## config.mk

```make
export PLATFORM = sky130hd
export DESIGN_NAME = ring_rx_mgr
export DESIGN_NICKNAME = d
export VERILOG_FILES = /design/src/rtl/ring_pkg.sv /design/src/rtl/ring_page_step.sv /design/src/rtl/ring_tally.sv /design/src/rtl/ring_ovf_track.sv /design/src/rtl/ring_hdr_sel.sv /design/src/rtl/ring_rx_mgr.sv
export SDC_FILE = /design/constraint.sdc
export NUM_CORES = 1
export LEC_CHECK = 0
export ABC_AREA = 1
export BUFFER_PORTS_ARGS = -buffer_cell sky130_fd_sc_hd__buf_2
export CORE_UTILIZATION = 56
export DETAILED_ROUTE_END_ITERATION = 12
export PLACE_DENSITY_LB_ADDON = 0.3
export SLEW_MARGIN = 20
export SYNTH_ARGS = -nofsm -noshare
export SYNTH_HDL_FRONTEND = slang
export SYNTH_SLANG_ARGS = --single-unit
```

## constraint.sdc

```tcl
create_clock -name clk -period 2.9 [get_ports clk]
set_input_delay 0.29 -clock clk [delete_from_list [all_inputs] [get_ports clk]]
set_output_delay 0.29 -clock clk [all_outputs]
set_load 0.03 [all_outputs]
```

## src/rtl/ring_pkg.sv

```systemverilog
package ring_pkg;
  typedef enum logic [1:0] {
    ST_IDLE = 2'd0,
    ST_RECV = 2'd1,
    ST_DROP = 2'd2,
    ST_HDR  = 2'd3
  } ring_st_e;
endpackage

```

## src/rtl/ring_page_step.sv

```systemverilog
// Successor of a page inside the ring, wrapping at the limit page.
module ring_page_step #(
  parameter int PAGE_W = 8
) (
  input  logic [PAGE_W-1:0] cur,
  input  logic [PAGE_W-1:0] first,
  input  logic [PAGE_W-1:0] limit,
  output logic [PAGE_W-1:0] nxt
);
  logic [PAGE_W-1:0] inc;
  always_comb begin
    inc = cur + 1'b1;
    nxt = (inc == limit) ? first : inc;
  end
endmodule

```

## src/rtl/ring_tally.sv

```systemverilog
// Saturating event counter with a half-full indication.
module ring_tally #(
  parameter int W = 8
) (
  input  logic         clk,
  input  logic         rst_n,
  input  logic         bump,
  output logic [W-1:0] cnt,
  output logic         half
);
  always_ff @(posedge clk) begin
    if (!rst_n)
      cnt <= '0;
    else if (bump && (cnt != {W{1'b1}}))
      cnt <= cnt + 1'b1;
  end
  assign half = cnt[W-1];
endmodule

```

## src/rtl/ring_ovf_track.sv

```systemverilog
// Sticky overflow flag that releases once the boundary moves.
module ring_ovf_track #(
  parameter int PAGE_W = 8
) (
  input  logic              clk,
  input  logic              rst_n,
  input  logic              set,
  input  logic [PAGE_W-1:0] bnd,
  output logic              ovf,
  output logic [PAGE_W-1:0] bnd_q
);
  always_ff @(posedge clk) begin
    if (!rst_n) begin
      ovf   <= 1'b1;
      bnd_q <= '0;
    end else if (set) begin
      ovf   <= 1'b1;
      bnd_q <= bnd;
    end else if (ovf && (bnd != bnd_q)) begin
      ovf   <= 1'b0;
    end
  end
endmodule

```

## src/rtl/ring_hdr_sel.sv

```systemverilog
// Selects the header byte for a given header slot.
module ring_hdr_sel #(
  parameter int DATA_W = 8,
  parameter int PAGE_W = 8,
  parameter int CNT_W  = 16,
  parameter int HIDX_W = 2
) (
  input  logic [HIDX_W-1:0] idx,
  input  logic [7:0]        status,
  input  logic [PAGE_W-1:0] nxt,
  input  logic [CNT_W-1:0]  cnt,
  output logic [DATA_W-1:0] hbyte
);
  logic [CNT_W-1:0] shifted;
  always_comb begin
    shifted = '0;
    hbyte   = '0;
    if (idx == HIDX_W'(0)) begin
      hbyte = DATA_W'(status);
    end else if (idx == HIDX_W'(1)) begin
      hbyte = DATA_W'(nxt);
    end else begin
      shifted = cnt >> (DATA_W * (32'(idx) - 32'd2));
      hbyte   = shifted[DATA_W-1:0];
    end
  end
endmodule

```

## src/rtl/ring_rx_mgr.sv

```systemverilog
module ring_rx_mgr
  import ring_pkg::*;
#(
  parameter int PAGE_W    = 8,
  parameter int OFF_W     = 8,
  parameter int DATA_W    = 8,
  parameter int CNT_W     = 16,
  parameter int TALLY_W   = 8,
  parameter int HDR_BYTES = 4,
  localparam int ADDR_W   = PAGE_W + OFF_W
) (
  input  logic               clk,
  input  logic               rst_n,
  input  logic [PAGE_W-1:0]  first_page,
  input  logic [PAGE_W-1:0]  limit_page,
  input  logic [PAGE_W-1:0]  bnd_page,
  input  logic               cur_wr,
  input  logic [PAGE_W-1:0]  cur_wr_page,
  input  logic               frame_start,
  input  logic               frame_end,
  input  logic [7:0]         frame_status,
  input  logic               in_valid,
  input  logic [DATA_W-1:0]  in_data,
  output logic               in_ready,
  output logic               mem_we,
  output logic [ADDR_W-1:0]  mem_addr,
  output logic [DATA_W-1:0]  mem_data,
  output logic [PAGE_W-1:0]  next_pkt_page,
  output logic               rx_ovf,
  output logic               rx_miss,
  output logic [TALLY_W-1:0] miss_tally,
  output logic               tally_half
);
  localparam int HIDX_W = $clog2(HDR_BYTES);
  localparam logic [OFF_W-1:0]  OFF_MAX  = {OFF_W{1'b1}};
  localparam logic [OFF_W-1:0]  OFF_BASE = OFF_W'(HDR_BYTES);
  localparam logic [HIDX_W-1:0] HIDX_END = HIDX_W'(HDR_BYTES - 1);

  ring_st_e           state;
  logic [PAGE_W-1:0]  cur_page, frm_page, wr_page, nxt_q;
  logic [OFF_W-1:0]   wr_off;
  logic [CNT_W-1:0]   byte_cnt;
  logic [HIDX_W-1:0]  hdr_idx;
  logic [7:0]         stat_q;
  logic               miss_q;

  logic [PAGE_W-1:0]  wr_nxt, end_pg, ovf_bnd_q;
  logic [DATA_W-1:0]  hdr_byte;
  logic               take, at_edge, hits_bnd, abort_byte, end_fail, start_miss;
  logic               ovf_set, bump;

  ring_page_step #(.PAGE_W(PAGE_W)) u_step (
    .cur(wr_page), .first(first_page), .limit(limit_page), .nxt(wr_nxt)
  );

  ring_ovf_track #(.PAGE_W(PAGE_W)) u_ovf (
    .clk(clk), .rst_n(rst_n), .set(ovf_set), .bnd(bnd_page),
    .ovf(rx_ovf), .bnd_q(ovf_bnd_q)
  );

  ring_tally #(.W(TALLY_W)) u_tally (
    .clk(clk), .rst_n(rst_n), .bump(bump), .cnt(miss_tally), .half(tally_half)
  );

  ring_hdr_sel #(.DATA_W(DATA_W), .PAGE_W(PAGE_W), .CNT_W(CNT_W), .HIDX_W(HIDX_W)) u_hdr (
    .idx(hdr_idx), .status(stat_q), .nxt(nxt_q), .cnt(byte_cnt), .hbyte(hdr_byte)
  );

  // Stream and decision terms
  always_comb begin
    in_ready   = ((state == ST_RECV) || (state == ST_DROP)) && !frame_end;
    take       = (state == ST_RECV) && in_valid && !frame_end;
    at_edge    = (wr_off == OFF_MAX);
    hits_bnd   = (wr_nxt == bnd_page);
    abort_byte = take && at_edge && hits_bnd;
    end_fail   = (state == ST_RECV) && frame_end && (wr_off != '0) && hits_bnd;
    end_pg     = (wr_off == '0) ? wr_page : wr_nxt;
    start_miss = (state == ST_IDLE) && frame_start && rx_ovf;
    ovf_set    = abort_byte || end_fail;
    bump       = ovf_set || start_miss;
  end

  // Buffer write port
  always_comb begin
    mem_we   = take || (state == ST_HDR);
    if (state == ST_HDR) begin
      mem_addr = {frm_page, {(OFF_W-HIDX_W){1'b0}}, hdr_idx};
      mem_data = hdr_byte;
    end else begin
      mem_addr = {wr_page, wr_off};
      mem_data = in_data;
    end
  end

  always_ff @(posedge clk) begin
    if (!rst_n) begin
      state    <= ST_IDLE;
      cur_page <= '0;
      frm_page <= '0;
      wr_page  <= '0;
      wr_off   <= '0;
      byte_cnt <= '0;
      hdr_idx  <= '0;
      stat_q   <= '0;
      nxt_q    <= '0;
      miss_q   <= 1'b0;
    end else begin
      miss_q <= bump;
      case (state)
        ST_IDLE: begin
          if (frame_start) begin
            if (rx_ovf) begin
              state <= ST_DROP;
            end else begin
              state    <= ST_RECV;
              frm_page <= cur_page;
              wr_page  <= cur_page;
              wr_off   <= OFF_BASE;
              byte_cnt <= '0;
            end
          end else if (cur_wr) begin
            cur_page <= cur_wr_page;
          end
        end
        ST_RECV: begin
          if (frame_end) begin
            if (end_fail) begin
              state <= ST_IDLE;
            end else begin
              state   <= ST_HDR;
              nxt_q   <= end_pg;
              stat_q  <= frame_status;
              hdr_idx <= '0;
            end
          end else if (in_valid) begin
            byte_cnt <= byte_cnt + 1'b1;
            if (at_edge) begin
              if (hits_bnd) begin
                state <= ST_DROP;
              end else begin
                wr_page <= wr_nxt;
                wr_off  <= '0;
              end
            end else begin
              wr_off <= wr_off + 1'b1;
            end
          end
        end
        ST_DROP: begin
          if (frame_end) state <= ST_IDLE;
        end
        default: begin
          hdr_idx <= hdr_idx + 1'b1;
          if (hdr_idx == HIDX_END) begin
            state    <= ST_IDLE;
            cur_page <= nxt_q;
          end
        end
      endcase
    end
  end

  assign next_pkt_page = cur_page;
  assign rx_miss       = miss_q;
endmodule

```

* Word-level counts from Yosys, hierarchy flattened *
Index checks and enable logic that the tools add are counted.

word-level totals
  bits in registers = 86
  input port bits = 54
  logic and storage cells = 127

operators by class
  add/subtract/negate cells = 6
  equality and inequality tests = 25
  shift-type cells = 1
  multiplexer cells = 42
  bitwise gates (word level) = 5
  reduce and logical (&&, ||, !) cells = 35

operator list
  cell                                            count
  2-to-1 mux 8 bit                                20
  2-to-1 mux 16 bit                               5
  one-hot mux 8 bit (2 select lines)              3
  one-hot mux 16 bit (2 select lines)             1
  right shift 16 x 32 -> 8 bit                    1
  adder 8 x 1 -> 8 bit (second input constant)    3
  2-to-1 mux 2 bit                                11
  inequality test 2 bit (second input constant)   11
  adder 16 x 1 -> 16 bit (second input constant)  1
  equality test 8 bit                             2
  logical AND 1 bit                               12
  inequality test 3 bit (second input constant)   4
  AND reduction 6 bit                             2
  AND reduction 3 bit                             3
  equality test 8 bit (second input constant)     1
  logical NOT 8 bit                               1
  inequality test 8 bit                           1
  inequality test 8 bit (second input constant)   1
  nonzero test 8 bit                              1
  AND reduction 7 bit                             1
  equality test 2 bit (second input constant)     3
  one-hot mux 2 bit (3 select lines)              1
  OR reduction 2 bit                              3
  NOT 1 bit                                       5
  other kinds (11)                                17

* Depth between registers and ports, before layout *
  word-level depth = 9
  gate-level depth with buffers = 23
  mapped depth without buffers = 23

* Cells and area by module *
A second synthesis with hierarchy kept.

unflattened totals
  cells, all modules = 956
  area total of the unflattened synthesis = 5765.5 sq um

by module, submodules not included
  module          instances  cells each  area each (sq um)
  ring_rx_mgr     1          620         3875.0
  ring_page_step  1          118         604.3
  ring_tally      1          77          504.2
  ring_ovf_track  1          71          456.7
  ring_hdr_sel    1          70          325.3

* Least setup slack after synthesis *
No wires, ideal clock.

  path type = reg-to-reg
  start point = register wr_page[0]
  end point = register u_tally.cnt[6]
  setup time = 0.116 ns
  arrival = 2.445 ns
  required time = 2.784 ns
  slack = 0.340 ns
  cell stages (with the launch flop) = 21
  path buffers = 2
  clock period less this slack = 2.560 ns
  path through = dfxtp_1 > ha_1 > nand2_2 > nor2_2 > nand3_1 > nand3_1 > nand2_1 > nor2_2 > nand3_2 > buf_6 > nand2_2 > nand3_1 > nand2_1 > nand2_2 > nor2_4 > o211ai_2 > nand2_2 > buf_6 > nand3_1 > nand2_1 > nor2_1

on the way
  word-level cells in the longest chain between the ends = 8

ends and longest elaborated chain
  what                                  RTL line                              text
  start, declared                       ring_rx_mgr.sv:40                     logic [PAGE_W-1:0] cur_page, frm_page, wr_page, nxt_q;
  start signal, assigned                ring_rx_mgr.sv:117                    wr_page <= cur_page;
  start signal, assigned                ring_rx_mgr.sv:141                    wr_page <= wr_nxt;
  adder 8 x 1 -> 8 bit (*)              ring_page_step.sv:12                  inc = cur + 1'b1;
  equality test 8 bit                   ring_page_step.sv:13                  nxt = (inc == limit) ? first : inc;
  2-to-1 mux 8 bit (*)                  ring_page_step.sv:13
  equality test 8 bit (*)               ring_rx_mgr.sv:74                     hits_bnd = (wr_nxt == bnd_page);
  logical AND 1 bit (on tied branches)  ring_rx_mgr.sv:75, ring_rx_mgr.sv:76
  logical OR 1 bit (*)                  ring_rx_mgr.sv:79                     ovf_set = abort_byte || end_fail;
  logical OR 1 bit (*)                  ring_rx_mgr.sv:80                     bump = ovf_set || start_miss;
  logical AND 1 bit (*)                 ring_tally.sv:14                      else if (bump && (cnt != {W{1'b1}}))
  end signal, assigned                  ring_tally.sv:15                      cnt <= cnt + 1'b1;
  end, declared                         ring_tally.sv:8                       output logic [W-1:0] cnt,

Mark *: on every way between the ends. The rest lies on a longest branch, timed or not.
A chain may end at the register's enable or synchronous reset.

* Worst setup path in the final report *
  start point = register wr_page[0]
  end point = register stat_q[7]

on the way
  word-level cells in the longest chain between the ends = 7

ends and longest elaborated chain
  what                                      RTL line              text
  adder 8 x 1 -> 8 bit (*)                  ring_page_step.sv:12
  equality test 8 bit                       ring_page_step.sv:13
  2-to-1 mux 8 bit (*)                      ring_page_step.sv:13
  equality test 8 bit (*)                   ring_rx_mgr.sv:74
  logical AND 1 bit (*)                     ring_rx_mgr.sv:76     end_fail = (state == ST_RECV) && frame_end && (wr_off != '0) && hits_bnd;
  NOT 1 bit (no source line) (*)            --
  AND reduction 3 bit (no source line) (*)  --
  end signal, assigned                      ring_rx_mgr.sv:132    stat_q <= frame_status;
  end, declared                             ring_rx_mgr.sv:44     logic [7:0] stat_q;

Marks and branches as above.

==> impl_metrics.toml <==
[routing]
detail_route.iter0.violations = 361
firstDrtPassIters = 5
vias_per_cell = 5.33
drcViolationCount = 0
dr_total_vias = 5852
routed_wirelength_um = 14200
wl_per_cell_um = 12.9
antenna_left = 0

[clock_network]
cts_tree = "done"
cts_sinks = 86
cts_root_buf = "clkbuf_8"
clock_latency_ps = 360
cts_htree_levels = 3
cts_hold_buf = 0
clk_pin_slew_ps = 80
cts.path.max_buffers = 2
cts_buffers = 9

[synth]
synth-edff-count = 0
synth_area_um2 = 5350
netlist_instances = 860
yosysSeqAreaShare_pct = 32.2
yosysWarningCount = 0
syn_nets = 926
synth_ff_type = "dfxtp_1"
synthArstFlopShare_pct = 0
syn_avg_cell_area_um2 = 6.22
synth_cell_types = 37
synth-seq-cells = 86

[pwr]
power.total_uw = 4500
ir_drop_mv = 0.408
power.leakage_uw = 0.00287
power_density_nw_per_um2 = 709

[timing]
fin_crit_sh_pct = 93.7
max_freq_mhz = 368
fin_tns_setup_ps = 0
worst_pin_slew_ps = 709
drv_slew = 0
setup_viol = 0
setup_slack_ps = 183
hold_violations = 0
worst_slew_margin_rel_pct = 52.5
skew_ps = 4.95
fin_crit_ps = 2720

[critical_path]
r2r_cells = 20
start_kind = "flop"
crit_start = "wr_page[0]"
crit_cells = 20
reg2reg_to = "stat_q[7]"
worst-setup-path-type = "flop to flop"
crit_top_cell = "nand2_1"
crit_buf_inv = 5
cp.arrival_ps = 3000
crit_end = "stat_q[7]"
critPathMaxStageDelay_ps = 360
crit_chain = "buf_4 > inv_2 > nor2_4 > nand3_2 > nand3_1 > inv_1 > nor2_2 > nand3_4 > nand2_1 > nand2_1 > nand2_1 > nand2_1 > inv_1 > nand2_1 > nor2_4 > nand3_4 > nand3_4 > buf_6 > nand2_1 > a21oi_1"
r2r_slack_ps = 180
crit_family = "simple AND/OR/NAND/NOR gates"
cp_max_fo = 8
end_kind = "flop"
cpMaxStageDelayCell = "dfxtp_2"
cp.required_ps = 3180
worstReg2RegStart = "wr_page[0]"

[final_layout]
layout_commonest_cell = "nand2_1"
n_antenna_cell = 0
fillers = 871
layout_common_cells = "nand2_1 (242), buf_2 (98), inv_1 (93)"
instances_no_fill = 1097
nets = 1029
area_growth_pct = 18.7
drive_gt1_share_pct = 19.4

[status]
status = "finished clean"

[floorplanning]
start_util_pct = 57.9
die_w_um = 99.7
dieArea_um2 = 9950
fp.coreArea_um2 = 9240
ios = 99
row_count = 35
die_h_um = 99.7

[placement]
place_ws_ps = 21.5
place_inst = 1075
post-dp-hpwl_um = 10700
numPortBuffers = 98
gp_congestion = 0.880

[global_routing]
overflow = 0
grt_pass1_vias = 5160
grt_usage_pct = 29.4
grt_pass1_wl_um = 23600
grt_start_max_net_pins = 43
antenna_found_initial = 0

[run]
cap_violations = 0

[hold_path]
hold_class = "primary input to flop"
cells in the mapped netlist (all sizes together), types with 3 or more instances:
library cell	instances	share of area, %
a21oi	75	7.0
a31oi	8	0.94
buf	10	1.4
clkbuf	22	1.5
dfxtp	86	32
ha	12	2.8
inv	98	6.9
nand2	258	19
nand3	73	7.5
nand3b	3	0.42
nand4	6	0.70
nor2	94	7.2
nor3	15	1.4
o211ai	9	1.4
o21a	4	0.56
o21ai	67	6.3
o22ai	3	0.35
xnor2	4	0.65
xor2	7	1.1
stage by stage:
step / hold slack (ps) / utilization (%) / cell area [um2]
after floorplan: 433 / - / 5350
after global placement: 451 / 65.0 / 6000
after detailed placement: 457 / 65.0 / 6000
after CTS: 165 / 66.9 / 6180
after global routing: 166 / 68.7 / 6350
final: 172 / 68.7 / 6350
metal layers:
metal | track usage [%] | share of wire [%]
met4 | 5.43 | 0.93
met2 | 49.7 | 46
met3 | 5.55 | 7.7
met5 | 0 | 0
met1 | 39.3 | 45
cell families (layout without fill, tap and decap cells):
group	after synthesis	in the layout	synth area share, %
AO/OA/AOI/OAI	170	170	17.1
XOR/XNOR	11	11	1.80
adder cells (fa/ha/maj)	12	12	2.81
buffers and inverters	130	238	9.92
flip-flops	86	86	32.2
AND/OR/NAND/NOR	451	451	36.2
area by class of cell:
cell class	instances	area [um2]	area share (%)
Multi-Input combinational cell	644	3200	50.4
Clock buffer	12	145	2.29
Tap cell	129	161	2.54
Clock inverter	4	30.0	0.473
Inverter	98	375	5.91
Timing Repair Buffer	124	709	11.2
Sequential cell	86	1730	27.2
worst register-to-register path: cells and delay by family (launching register included):
family,cells,cell delay (ps)
flops,1,360
simple gates,14,1630
buf+inv,5,500
compound gates,1,160
what timing repair did:
item	4_1_cts	5_1_grt
resized for setup	1	33
pin swaps	0	11
endpoints found under the hold margin	0	0
buffers inserted	0	6
endpoints found under the setup margin	1	61
cloned	0	0
registers in the layout (all words and copies together) (netlist names), 8 cells and up:
| register | cells |
|---|---|
| byte_cnt | 16 |
| frm_page | 8 |
| next_pkt_page | 8 |
| nxt_q | 8 |
| stat_q | 8 |
| u_ovf.bnd_q | 8 |
| u_tally.cnt | 8 |
| wr_off | 8 |
| wr_page | 8 |
worst min-delay path by stage:
| stage | from | endpoint | cells past startpoint |
|---|---|---|---|
| floorplan | frame_status[0] | stat_q[0] | 2 |
| global placement | stat_q[7] | stat_q[7] | 2 |
| detailed placement | stat_q[3] | stat_q[3] | 2 |
| CTS | frame_status[2] | stat_q[2] | 3 |
| global route | frame_status[3] | stat_q[3] | 3 |
| finish | frame_status[2] | stat_q[2] | 3 |
where the power goes:
part	total [uW]	switching (uW)	internal, uW
clock network	776	437	339
registers	1510	153	1360
logic	2220	1490	726
Note: power is estimated with default switching activity, not from simulation.
